$ cat config.mk
export PLATFORM = sky130hd
export DESIGN_NAME = cp_follower
export DESIGN_NICKNAME = d
export VERILOG_FILES = /design/src/rtl/cpf_pkg.sv /design/src/rtl/cpf_decode.sv /design/src/rtl/cpf_tail.sv /design/src/rtl/cpf_regfile.sv /design/src/rtl/cp_follower.sv
export SDC_FILE = /design/constraint.sdc
export NUM_CORES = 2
export LEC_CHECK = 0
export BUFFER_PORTS_ARGS = -buffer_cell sky130_fd_sc_hd__buf_2
export CAP_MARGIN = 40
export CORE_UTILIZATION = 65
export CTS_BUF_LIST = sky130_fd_sc_hd__clkbuf_2 sky130_fd_sc_hd__clkbuf_4 sky130_fd_sc_hd__clkbuf_8
export CTS_CLUSTER_SIZE = 16
export DETAILED_ROUTE_END_ITERATION = 8
export PLACE_DENSITY = 0.79
export SLEW_MARGIN = 20
export SYNTH_ARGS = -nofsm -noshare
export SYNTH_HDL_FRONTEND = slang
export SYNTH_HIERARCHICAL = 1
export SYNTH_SLANG_ARGS = --single-unit
$ cat constraint.sdc
create_clock -name clk -period 12.1 [get_ports clk]
set_clock_uncertainty 0.1 [all_clocks]
set_input_delay 2.42 -clock clk [delete_from_list [all_inputs] [get_ports clk]]
set_output_delay 2.42 -clock clk [all_outputs]
set_load 0.01 [all_outputs]
$ cat src/rtl/cpf_pkg.sv
package cpf_pkg;
   typedef enum logic [1:0] {
      HS_WAIT   = 2'b00,
      HS_GO     = 2'b01,
      HS_ABSENT = 2'b10,
      HS_LAST   = 2'b11
   } hs_e;

   localparam logic [3:0] OP_ADD   = 4'd1;
   localparam logic [3:0] OP_SUB   = 4'd2;
   localparam logic [3:0] OP_LOAD  = 4'd3;
   localparam logic [3:0] OP_STORE = 4'd4;

   localparam int OP_LSB  = 24;
   localparam int CPN_LSB = 8;
   localparam int RD_LSB  = 16;
   localparam int RS_LSB  = 12;
endpackage

$ cat src/rtl/cpf_decode.sv
module cpf_decode
   import cpf_pkg::*;
#(
   parameter int DW        = 32,
   parameter int NREG      = 8,
   parameter int MAX_BURST = 4,
   parameter int SLOW_CYC  = 3,
   parameter logic [3:0] CP_ID = 4'd6,
   localparam int RIDX_W = $clog2(NREG),
   localparam int IDX_W  = $clog2(MAX_BURST),
   localparam int CNT_W  = IDX_W + 1,
   localparam int BSY_W  = $clog2(SLOW_CYC + 1)
) (
   input  logic                    clk,
   input  logic                    rst_n,
   input  logic                    if_en,
   input  logic                    adv,
   input  logic                    instr_valid,
   input  logic [31:0]             instr,
   input  logic [3:0]              burst,
   input  logic [DW-1:0]           wdata,
   input  logic [DW-1:0]           rd_val,
   input  logic [DW-1:0]           rs_val,
   input  logic [DW-1:0]           st_val,
   output logic [RIDX_W-1:0]       rd_a,
   output logic [RIDX_W-1:0]       rs_a,
   output logic [RIDX_W-1:0]       st_a,
   output logic [1:0]              hs,
   output logic [DW-1:0]           rdata,
   output logic                    iss,
   output logic [RIDX_W-1:0]       iss_rd,
   output logic [CNT_W-1:0]        iss_nwr,
   output logic                    iss_load,
   output logic [MAX_BURST*DW-1:0] iss_data
);
   logic              d_vld;
   logic [3:0]        d_op;
   logic [RIDX_W-1:0] d_rd, d_rs;
   logic [IDX_W-1:0]  d_nm1, d_idx, nm1_new;
   logic [BSY_W-1:0]  busy;
   logic [DW-1:0]     stage [MAX_BURST];
   logic [DW-1:0]     alu;
   hs_e               hs_q;
   logic              unused_instr;

   assign unused_instr = ^instr;

   wire match    = instr[CPN_LSB +: 4] == CP_ID;
   wire accept   = if_en && instr_valid && match;
   wire is_load  = d_op == OP_LOAD;
   wire is_store = d_op == OP_STORE;
   wire is_xfer  = is_load || is_store;
   wire is_slow  = d_op == OP_SUB;
   wire last_w   = d_idx == d_nm1;
   wire hold     = d_vld && ((is_slow && busy != '0) || (is_xfer && !last_w));
   wire take     = adv && !hold;

   always_comb begin
      if (burst == 4'd0)
         nm1_new = '0;
      else if (32'(burst) > $unsigned(MAX_BURST))
         nm1_new = IDX_W'(MAX_BURST - 1);
      else
         nm1_new = IDX_W'(burst - 4'd1);
   end

   always_ff @(posedge clk or negedge rst_n) begin
      if (!rst_n) begin
         d_vld <= 1'b0;
         d_op  <= '0;
         d_rd  <= '0;
         d_rs  <= '0;
         d_nm1 <= '0;
         d_idx <= '0;
         busy  <= '0;
      end else begin
         if (take) begin
            d_vld <= accept;
            d_op  <= instr[OP_LSB +: 4];
            d_rd  <= instr[RD_LSB +: RIDX_W];
            d_rs  <= instr[RS_LSB +: RIDX_W];
            d_nm1 <= nm1_new;
            d_idx <= '0;
         end else if (adv && d_vld && is_xfer && !last_w) begin
            d_idx <= d_idx + IDX_W'(1);
         end
         if (take && accept && instr[OP_LSB +: 4] == OP_SUB)
            busy <= BSY_W'(SLOW_CYC);
         else if (busy != '0)
            busy <= busy - BSY_W'(1);
      end
   end

   // load staging buffer and outgoing payload, one lane per burst word
   for (genvar g = 0; g < MAX_BURST; g++) begin : g_lane
      always_ff @(posedge clk or negedge rst_n) begin
         if (!rst_n)
            stage[g] <= '0;
         else if (adv && d_vld && is_load && !last_w && d_idx == IDX_W'(g))
            stage[g] <= wdata;
      end
      if (g == 0) begin : g_first
         assign iss_data[g*DW +: DW] = is_load ? ((d_idx == IDX_W'(g)) ? wdata : stage[g]) : alu;
      end else begin : g_rest
         assign iss_data[g*DW +: DW] = is_load ? ((d_idx == IDX_W'(g)) ? wdata : stage[g]) : '0;
      end
   end

   always_comb begin
      case (d_op)
         OP_ADD:  alu = rd_val + rs_val;
         OP_SUB:  alu = rd_val - rs_val;
         default: alu = '0;
      endcase
   end

   always_comb begin
      if (!if_en || !d_vld)          hs_q = HS_ABSENT;
      else if (is_slow && busy != '0) hs_q = HS_WAIT;
      else if (is_xfer && !last_w)    hs_q = HS_GO;
      else                            hs_q = HS_LAST;
   end

   assign hs       = hs_q;
   assign rd_a     = d_rd;
   assign rs_a     = d_rs;
   assign st_a     = d_rd + RIDX_W'(d_idx);
   assign rdata    = (d_vld && is_store) ? st_val : '0;
   assign iss      = adv && d_vld && !hold;
   assign iss_rd   = d_rd;
   assign iss_load = is_load;
   assign iss_nwr  = is_load ? CNT_W'(d_nm1) + CNT_W'(1) :
                     (d_op == OP_ADD || d_op == OP_SUB) ? CNT_W'(1) : '0;
endmodule

$ cat src/rtl/cpf_tail.sv
module cpf_tail #(
   parameter int DW        = 32,
   parameter int MAX_BURST = 4,
   parameter int RIDX_W    = 3,
   parameter int CNT_W     = 3
) (
   input  logic                    clk,
   input  logic                    rst_n,
   input  logic                    adv,
   input  logic                    pass,
   input  logic                    lcancel,
   input  logic                    abort_w,
   input  logic                    iss,
   input  logic [RIDX_W-1:0]       iss_rd,
   input  logic [CNT_W-1:0]        iss_nwr,
   input  logic                    iss_load,
   input  logic [MAX_BURST*DW-1:0] iss_data,
   output logic                    wr_en,
   output logic [RIDX_W-1:0]       wr_rd,
   output logic [CNT_W-1:0]        wr_nwr,
   output logic [MAX_BURST*DW-1:0] wr_data
);
   logic                    e_vld, m_vld, w_vld;
   logic                    e_load, m_load, w_load;
   logic [RIDX_W-1:0]       e_rd, m_rd, w_rd;
   logic [CNT_W-1:0]        e_nwr, m_nwr, w_nwr;
   logic [MAX_BURST*DW-1:0] e_data, m_data, w_data;

   always_ff @(posedge clk or negedge rst_n) begin
      if (!rst_n) begin
         e_vld <= 1'b0; m_vld <= 1'b0; w_vld <= 1'b0;
         e_load <= 1'b0; m_load <= 1'b0; w_load <= 1'b0;
         e_rd <= '0; m_rd <= '0; w_rd <= '0;
         e_nwr <= '0; m_nwr <= '0; w_nwr <= '0;
         e_data <= '0; m_data <= '0; w_data <= '0;
      end else if (adv) begin
         e_vld  <= iss;
         e_load <= iss_load;
         e_rd   <= iss_rd;
         e_nwr  <= iss_nwr;
         e_data <= iss_data;
         m_vld  <= e_vld && pass;
         m_load <= e_load;
         m_rd   <= e_rd;
         m_nwr  <= e_nwr;
         m_data <= e_data;
         w_vld  <= m_vld && !lcancel;
         w_load <= m_load;
         w_rd   <= m_rd;
         w_nwr  <= m_nwr;
         w_data <= m_data;
      end
   end

   assign wr_en   = adv && w_vld && !(w_load && abort_w);
   assign wr_rd   = w_rd;
   assign wr_nwr  = w_nwr;
   assign wr_data = w_data;
endmodule

$ cat src/rtl/cpf_regfile.sv
module cpf_regfile #(
   parameter int DW        = 32,
   parameter int NREG      = 8,
   parameter int MAX_BURST = 4,
   localparam int RIDX_W = $clog2(NREG),
   localparam int IDX_W  = $clog2(MAX_BURST),
   localparam int CNT_W  = IDX_W + 1
) (
   input  logic                    clk,
   input  logic                    rst_n,
   input  logic                    wr_en,
   input  logic [RIDX_W-1:0]       wr_rd,
   input  logic [CNT_W-1:0]        wr_nwr,
   input  logic [MAX_BURST*DW-1:0] wr_data,
   input  logic [RIDX_W-1:0]       rd_a,
   input  logic [RIDX_W-1:0]       rs_a,
   input  logic [RIDX_W-1:0]       st_a,
   output logic [DW-1:0]           rd_val,
   output logic [DW-1:0]           rs_val,
   output logic [DW-1:0]           st_val
);
   logic [DW-1:0] regs [NREG];

   for (genvar i = 0; i < NREG; i++) begin : g_reg
      logic [RIDX_W-1:0] ofs;
      logic              hit;
      assign ofs = RIDX_W'(i) - wr_rd;
      assign hit = wr_en && (32'(ofs) < 32'(wr_nwr));
      always_ff @(posedge clk or negedge rst_n) begin
         if (!rst_n)
            regs[i] <= '0;
         else if (hit)
            regs[i] <= wr_data[32'(ofs[IDX_W-1:0])*DW +: DW];
      end
   end

   assign rd_val = regs[rd_a];
   assign rs_val = regs[rs_a];
   assign st_val = regs[st_a];
endmodule

$ cat src/rtl/cp_follower.sv
module cp_follower #(
   parameter int DW        = 32,
   parameter int NREG      = 8,
   parameter int MAX_BURST = 4,
   parameter int SLOW_CYC  = 3,
   parameter logic [3:0] CP_ID = 4'd6
) (
   input  logic          clk,
   input  logic          rst_n,
   input  logic          if_en,
   input  logic          adv_en,
   input  logic          instr_valid,
   input  logic [31:0]   instr,
   input  logic [3:0]    burst_len,
   input  logic          pass_in,
   input  logic          late_cancel,
   input  logic          abort_in,
   input  logic [DW-1:0] wdata_in,
   output logic [1:0]    hs_code,
   output logic [DW-1:0] rdata_out
);
   localparam int RIDX_W = $clog2(NREG);
   localparam int IDX_W  = $clog2(MAX_BURST);
   localparam int CNT_W  = IDX_W + 1;

   if (NREG < 2 || NREG > 16 || (NREG & (NREG - 1)) != 0) begin : g_bad_nreg
      $error("NREG must be a power of two from 2 to 16");
   end
   if (MAX_BURST < 2 || MAX_BURST > NREG || (MAX_BURST & (MAX_BURST - 1)) != 0) begin : g_bad_burst
      $error("MAX_BURST must be a power of two from 2 to NREG");
   end
   if (SLOW_CYC < 1) begin : g_bad_slow
      $error("SLOW_CYC must be at least 1");
   end
   if (DW < 8) begin : g_bad_dw
      $error("DW must be at least 8");
   end

   logic [RIDX_W-1:0]       rd_a, rs_a, st_a, iss_rd, wr_rd;
   logic [DW-1:0]           rd_val, rs_val, st_val;
   logic                    iss, iss_load, commit_en;
   logic [CNT_W-1:0]        iss_nwr, wr_nwr;
   logic [MAX_BURST*DW-1:0] iss_data, wr_data;

   cpf_decode #(
      .DW(DW), .NREG(NREG), .MAX_BURST(MAX_BURST), .SLOW_CYC(SLOW_CYC), .CP_ID(CP_ID)
   ) dec_i (
      .clk(clk), .rst_n(rst_n), .if_en(if_en), .adv(adv_en),
      .instr_valid(instr_valid), .instr(instr), .burst(burst_len), .wdata(wdata_in),
      .rd_val(rd_val), .rs_val(rs_val), .st_val(st_val),
      .rd_a(rd_a), .rs_a(rs_a), .st_a(st_a),
      .hs(hs_code), .rdata(rdata_out),
      .iss(iss), .iss_rd(iss_rd), .iss_nwr(iss_nwr), .iss_load(iss_load), .iss_data(iss_data)
   );

   cpf_tail #(
      .DW(DW), .MAX_BURST(MAX_BURST), .RIDX_W(RIDX_W), .CNT_W(CNT_W)
   ) tail_i (
      .clk(clk), .rst_n(rst_n), .adv(adv_en), .pass(pass_in), .lcancel(late_cancel),
      .abort_w(abort_in), .iss(iss), .iss_rd(iss_rd), .iss_nwr(iss_nwr),
      .iss_load(iss_load), .iss_data(iss_data),
      .wr_en(commit_en), .wr_rd(wr_rd), .wr_nwr(wr_nwr), .wr_data(wr_data)
   );

   cpf_regfile #(
      .DW(DW), .NREG(NREG), .MAX_BURST(MAX_BURST)
   ) rf_i (
      .clk(clk), .rst_n(rst_n), .wr_en(commit_en), .wr_rd(wr_rd), .wr_nwr(wr_nwr),
      .wr_data(wr_data), .rd_a(rd_a), .rs_a(rs_a), .st_a(st_a),
      .rd_val(rd_val), .rs_val(rs_val), .st_val(st_val)
   );
endmodule

# --- After elaboration in Yosys (flattened, before gate mapping) ---
# Index checks and enable logic that the tools add are counted.
totals:
  ff_bits: 809
  in_bits: 76
  output_inout_bits: 34
  elab_cells: 159
classes:
  addsub: 15
  order_cmp: 12
  n_eq_ne: 10
  n_shift: 8
  muxes: 30
  n_bitwise: 3
  reduce_logical: 47
ops:
  columns: ["cell", "count"]
  rows:
  - ["128-bit by 8-bit variable part select with 32-bit output", 8]
  - ["32-bit two-way mux", 15]
  - ["32-bit binary-select mux with 3-bit select", 3]
  - ["32-bit one-hot mux with 2 select lines", 1]
  - ["32-bit adder", 1]
  - ["1-bit logical AND", 32]
  - ["32-bit subtractor", 1]
  - ["3-bit less-than comparator", 8]
  - ["2-bit two-way mux", 9]
  - ["4-bit by 2-bit == test with 1-bit output (second input constant)", 3]
  - ["4-bit greater-or-equal comparator (second input constant)", 3]
  - ["3-bit NOT with 4-bit output", 3]
  - ["3-bit subtractor (first input constant)", 4]
  - ["4-bit by 3-bit == test with 1-bit output (second input constant)", 2]
  - ["1-bit logical NOT", 6]
  - ["2-bit nonzero test", 3]
  - ["1-bit by 3-bit subtractor with 3-bit output (first input constant)", 2]
  - ["2-bit by 3-bit subtractor with 3-bit output (first input constant)", 2]
  - ["2-bit == test (second input constant)", 2]
  - ["4-bit by 1-bit == test with 1-bit output (second input constant)", 1]
  - ["4-bit by 3-bit greater-than comparator with 1-bit output (second input constant)", 1]
  - ["4-bit logical NOT", 1]
  - ["1-bit logical OR", 4]
  - ["2-bit by 1-bit subtractor with 2-bit output (second input constant)", 2]
  - ["8 further kinds", 8]

# --- Depth between registers and ports, before layout ---
depth:
  ltp_word: 10
  depth_mapped: 22
  mapped_depth_nobuf: 20

# --- Modules after synthesis ---
# Netlist, hierarchy kept.
modules_own_cells:
  columns: ["module", "n_inst", "cells_per_inst", "area_per_inst_um2", "seq_area_each_um2"]
  rows:
  - ["cpf_regfile", 1, 1091, 18726.7, 6406.1]
  - ["cpf_tail", 1, 868, 15392.3, 10209.8]
  - ["cpf_decode", 1, 1030, 10214.8, 3628.5]

# --- Worst setup path after synthesis ---
# OpenSTA, ideal clock, no wires.
synth_path:
  kind: "flip-flop to flip-flop"
  startpoint: "register dec_i.d_rs[0], in the netlist dec_i/rs_a[0]"
  endpoint: "register tail_i.e_data[31]"
  setup_ns: 0.064
  t_arrival_ns: 5.297
  required_time_ns: 11.936
  path_slack_ns: 6.639
  stages_incl_launch_ff: 19
  synth_period_minus_slack_ns: 5.461
  path_cell_list: "dfrtp_1 buf_2 buf_2 mux4_2 mux2_2 or4_4 or4_1 or2_1 o41ai_2 xor2_1 ha_1 and3_1 and3_1 a31oi_1 a311oi_2 nand2b_1 or4b_1 o211ai_1 mux2_2"
synth_via:
  elab_chain_cells: 7
  elab_cells_between_ends: 8
  classes_between: "add/sub: 2; mux: 5; bitwise: 1"
synth_rtl:
  columns: ["item", "line_no", "text"]
  rows:
  - ["from (decl)", "cpf_decode.sv:38", "logic [RIDX_W-1:0] d_rd, d_rs;"]
  - ["from (signal assigned)", "cpf_decode.sv:81", "d_rs <= instr[RS_LSB +: RIDX_W];"]
  - ["3-bit NOT with 4-bit output (not written as such) (*)", "cpf_regfile.sv:38", "assign rs_val = regs[rs_a];"]
  - ["32-bit binary-select mux with 3-bit select (*)", "cpf_regfile.sv:38", null]
  - ["32-bit two-way mux (not written as such) (*) (2 in a row)", "cpf_regfile.sv:38", null]
  - ["named net rs_val[8]", "cp_follower.sv:40", "logic [DW-1:0] rd_val, rs_val, st_val;"]
  - ["32-bit subtractor / 32-bit adder (equally long branches)", "cpf_decode.sv:112, cpf_decode.sv:111", null]
  - ["32-bit one-hot mux with 2 select lines (*)", "cpf_decode.sv:110", "case (d_op)"]
  - ["32-bit two-way mux (*)", "cpf_decode.sv:103", "assign iss_data[g*DW +: DW] = is_load ? ((d_idx == IDX_W'(g)) ? wdata : stage[g]) : alu;"]
  - ["named net iss_data[31]", "cp_follower.sv:43", "logic [MAX_BURST*DW-1:0] iss_data, wr_data;"]
  - ["to (signal assigned)", "cpf_tail.sv:41", "e_data <= iss_data;"]
  - ["to (decl)", "cpf_tail.sv:27", "logic [MAX_BURST*DW-1:0] e_data, m_data, w_data;"]
# The timed path passes the listed nets; every way through them passes the cells marked *. The select of a mux whose other input is x is not followed.
# A chain may end at the register's enable or synchronous reset.

# --- Final worst setup path ---
layout_path:
  startpoint: "register dec_i.d_rd[0], in the netlist dec_i/iss_rd[0]"
  endpoint: "output port rdata_out[24]"
layout_via:
  elab_chain_cells: 6
layout_rtl:
  columns: ["item", "line_no", "text"]
  rows:
  - ["from (decl)", "cpf_decode.sv:38", null]
  - ["from (signal assigned)", "cpf_decode.sv:80", "d_rd <= instr[RD_LSB +: RIDX_W];"]
  - ["3-bit by 2-bit adder with 3-bit output", "cpf_decode.sv:127", "assign st_a = d_rd + RIDX_W'(d_idx);"]
  - ["named net st_a[0]", "cp_follower.sv:39", "logic [RIDX_W-1:0] rd_a, rs_a, st_a, iss_rd, wr_rd;"]
  - ["3-bit NOT with 4-bit output (not written as such)", "cpf_regfile.sv:39", "assign st_val = regs[st_a];"]
  - ["32-bit binary-select mux with 3-bit select", "cpf_regfile.sv:39", null]
  - ["32-bit two-way mux (not written as such) (2 in a row)", "cpf_regfile.sv:39", null]
  - ["named net st_val[24]", "cp_follower.sv:40", null]
  - ["32-bit two-way mux", "cpf_decode.sv:128", "assign rdata = (d_vld && is_store) ? st_val : '0;"]
  - ["to (decl)", "cp_follower.sv:20", "output logic [DW-1:0] rdata_out"]
# The timed path passes the listed nets, and every way through them passes these cells. The select of a mux whose other input is x is not followed.

==> impl_metrics.ini <==
[sta]
hold_slack_ps = 387.8
rsz0062_at_grt = false
max_freq_mhz = 147.6
report.final.slew_viol_count = 0
worstMarginPinSlew_ps = 855.2
relSlewSlack_pct = 41.35
finalCriticalPeriod_ps = 6773
fin_crit_sh_pct = 55.98
tns_ps = 0
setup-violations-final = 0
hold_violations = 0

[job]
max-cap-violations = 0

[logic_synthesis]
syn_area_per_cell_um2 = 14.83
synthesis.nets = 3121
async_flop_share_pct = 100.0
yosys.area.top_type = dfrtp_1
synth_top_flop_cell = dfrtp_1
netlist_top_cells_area = dfrtp_1, mux2_2, mux4_2
synth-seq-cells = 809
yosys_warnings = 6
synth_cells = 2989
yosysTopAreaCellShare_pct = 45.66
syn_area_um2 = 44330
synthDistinctLibCells = 72
synth-edff-count = 0
ys_seq_area_share_pct = 45.66

[critical_path]
rrSetupSlack_ps = 5380
worstSetupStartpointType = flip-flop
crit_type = flip-flop to primary output
worstPathRequired_ps = 9580
worst_ep_arrival_time_ps = 4250
cp-end-kind = primary output
crit_fanout = 34

[clock_tree]
postCtsResizedCells = 0
clkTransAtPathRegs_ps = 60
cts.sink_count = 809
htree_levels = 4
postCtsSetupBuffers = 0
clock_path_buffers = 3
clkLatencyLatePin_ps = 790
cts_hold_buf = 0
cts_tree = done
ctsRootBufferMaster = clkbuf_8
numCtsBuffers = 137

[global_routing]
grt-ovfl-total = 0
grt_usage_pct = 33.41
first_global_vias = 28380
grt_max_degree = 189
grt_pass1_wl_mm = 173.3
antenna_found_initial = 13

[worst_hold_path]
hold_class = flip-flop to flip-flop

[floorplan]
die_w_um = 263.2
die_area_um2 = 69250
dieHeight_um = 263.2
core_area_um2 = 67280
ios = 110
start_util_pct = 65.90
std_cell_rows = 95

[detailed_routing]
avgRoutedWirePerCell_um = 27.93
wl_met1_mm = 47.08
vias = 27520
viasPerCell = 6.804
detail-route-antenna-nets = 0
wl_met2_mm = 51.29
remaining_drc_errors = 0
dr.pass1.iters = 6
routed.top_layer = met5
wl_met3_mm = 11.46
wl_mm = 113.0
drt_iter0_drc = 2321

[cells_and_area]
syn_to_final_growth_pct = 9.339
n_fill_cell = 4320
layout.nets = 3204
fin_util_pct = 72.05
drive_above_1_share_pct = 51.34

[placed_design]
portBuffers = 91
gp_congestion = 0.8968
dpl.hpwl_mm = 73.77

[pwr]
p_leak_uw = 0.02295
powerDensity_nw_per_um2 = 131.3
ir_drop_mv = 0.1227

[status]
status = finished clean
[worst paths after layout]
kind | start | endpoint | depth (start not counted)
max reg2reg | dec_i/rs_a[1] | tail_i/e_data[29] | 18
min | tail_i/e_data[123] | tail_i/e_data[123] | 1
min in group asynchronous | rst_n | dec_i/rs_a[0] | 1
max in group asynchronous | rst_n | tail_i/e_data[107] | 5
min reg2reg | tail_i/e_data[123] | tail_i/e_data[123] | 1
max | dec_i/iss_rd[0] | rdata_out[24] | 6
[placed cells by master, fill, tap and decap left out, types with 9 or more instances in the layout]
master,count
clkbuf_4,48
mux4_2,320
nand2b_1,16
buf_12,9
xor2_1,35
and2_1,36
dfrtp_1,802
mux2i_1,128
a21o_1,14
buf_4,50
o21ai_0,27
xnor2_1,28
o22ai_1,28
a21oi_1,43
nand2_1,45
mux2_1,28
clkbuf_8,165
nor3_1,10
nor2_1,131
mux2_2,829
buf_16,12
ha_1,48
mux2_4,40
inv_1,32
buf_2,89
[through the flow]
| step | cell area [µm²] | setup slack (ps) | cells | total power (µW) |
|---|---|---|---|---|
| 6_report | 48470 | 5327 | 4045 | 6362 |
| 2_1_floorplan | 44330 | 6639 | 2989 | 3517 |
| 5_1_grt | 48470 | 5097 | 4043 | 6603 |
| 3_5_place_dp | 45380 | 5007 | 3800 | 3798 |
| 4_1_cts | 48310 | 4971 | 4036 | 6396 |
| 3_3_place_gp | 45050 | 5051 | 3786 | 3752 |
[power by group]
part,internal [µW],leakage [µW],total (µW),switching [µW]
Sequential,2770,0.0112,2840,78.4
Combinational,397,0.0102,924,526
Clock,1490,0.00155,2600,1100
[cells in the mapped netlist, types with 36 or more instances]
library cell	count
dfrtp_1	809
buf_2	44
clkbuf_1	72
xor2_1	36
nand2_1	45
nor2_1	131
mux2_2	829
and2_1	36
mux4_2	320
mux2i_1	128
mux2_4	40
a21oi_1	44
ha_1	54
buf_6	62
[cell families (layout without fill, tap and decap cells)]
group	after synthesis	count (layout)	share of synthesized area, %
other	0	3	0
buffers and inverters	251	431	3.426
DFF	809	809	45.66
xor gates and xnor gates	64	64	1.264
muxes	1345	1345	42.27
adders and majority gates	56	56	1.614
AOI/OAI and AO/OA	180	180	2.681
and+or+nand+nor	284	284	3.082
[state kept, by name, indices dropped and copies added (netlist names), 3 cells and up]
register        count
tail_i/e_nwr        3
tail_i/wr_data    128
tail_i/wr_nwr       3
dec_i/iss_rd        3
tail_i/m_nwr        3
tail_i/e_data     128
tail_i/e_rd         3
tail_i/m_rd         3
tail_i/m_data     128
dec_i/rs_a          3
dec_i/d_op          4
tail_i/wr_rd        3
rf_i/regs         256
dec_i/stage       128
[final cells by class]
cell class	count	area [µm²]	share of cell area, %
clock buffers	213	2631	5.428
inverters	33	123.9	0.2555
clock inverters	23	296.5	0.6117
multi-input cells	1929	22700	46.83
diodes	3	7.507	0.01549
well taps	873	1092	2.253
flip-flops and latches	809	20260	41.80
repair buffers	162	1361	2.808
[worst max-delay path, stage by stage (launching register included)]
cell	delay [ps]
dfrtp_4	700
ha_4	810
buf_4	710
mux4_2	600
mux2_2	320
and2_1	170
buf_2	140
[metal layers]
layer | up-vias | GRT usage [%]
met2 | 1216 | 49.25
met5 | - | 0
li1 | 11520 | -
met1 | 14520 | 47.95
met3 | 257 | 9.653
met4 | 8 | 11.55
Power figures use the tool's default switching activity.
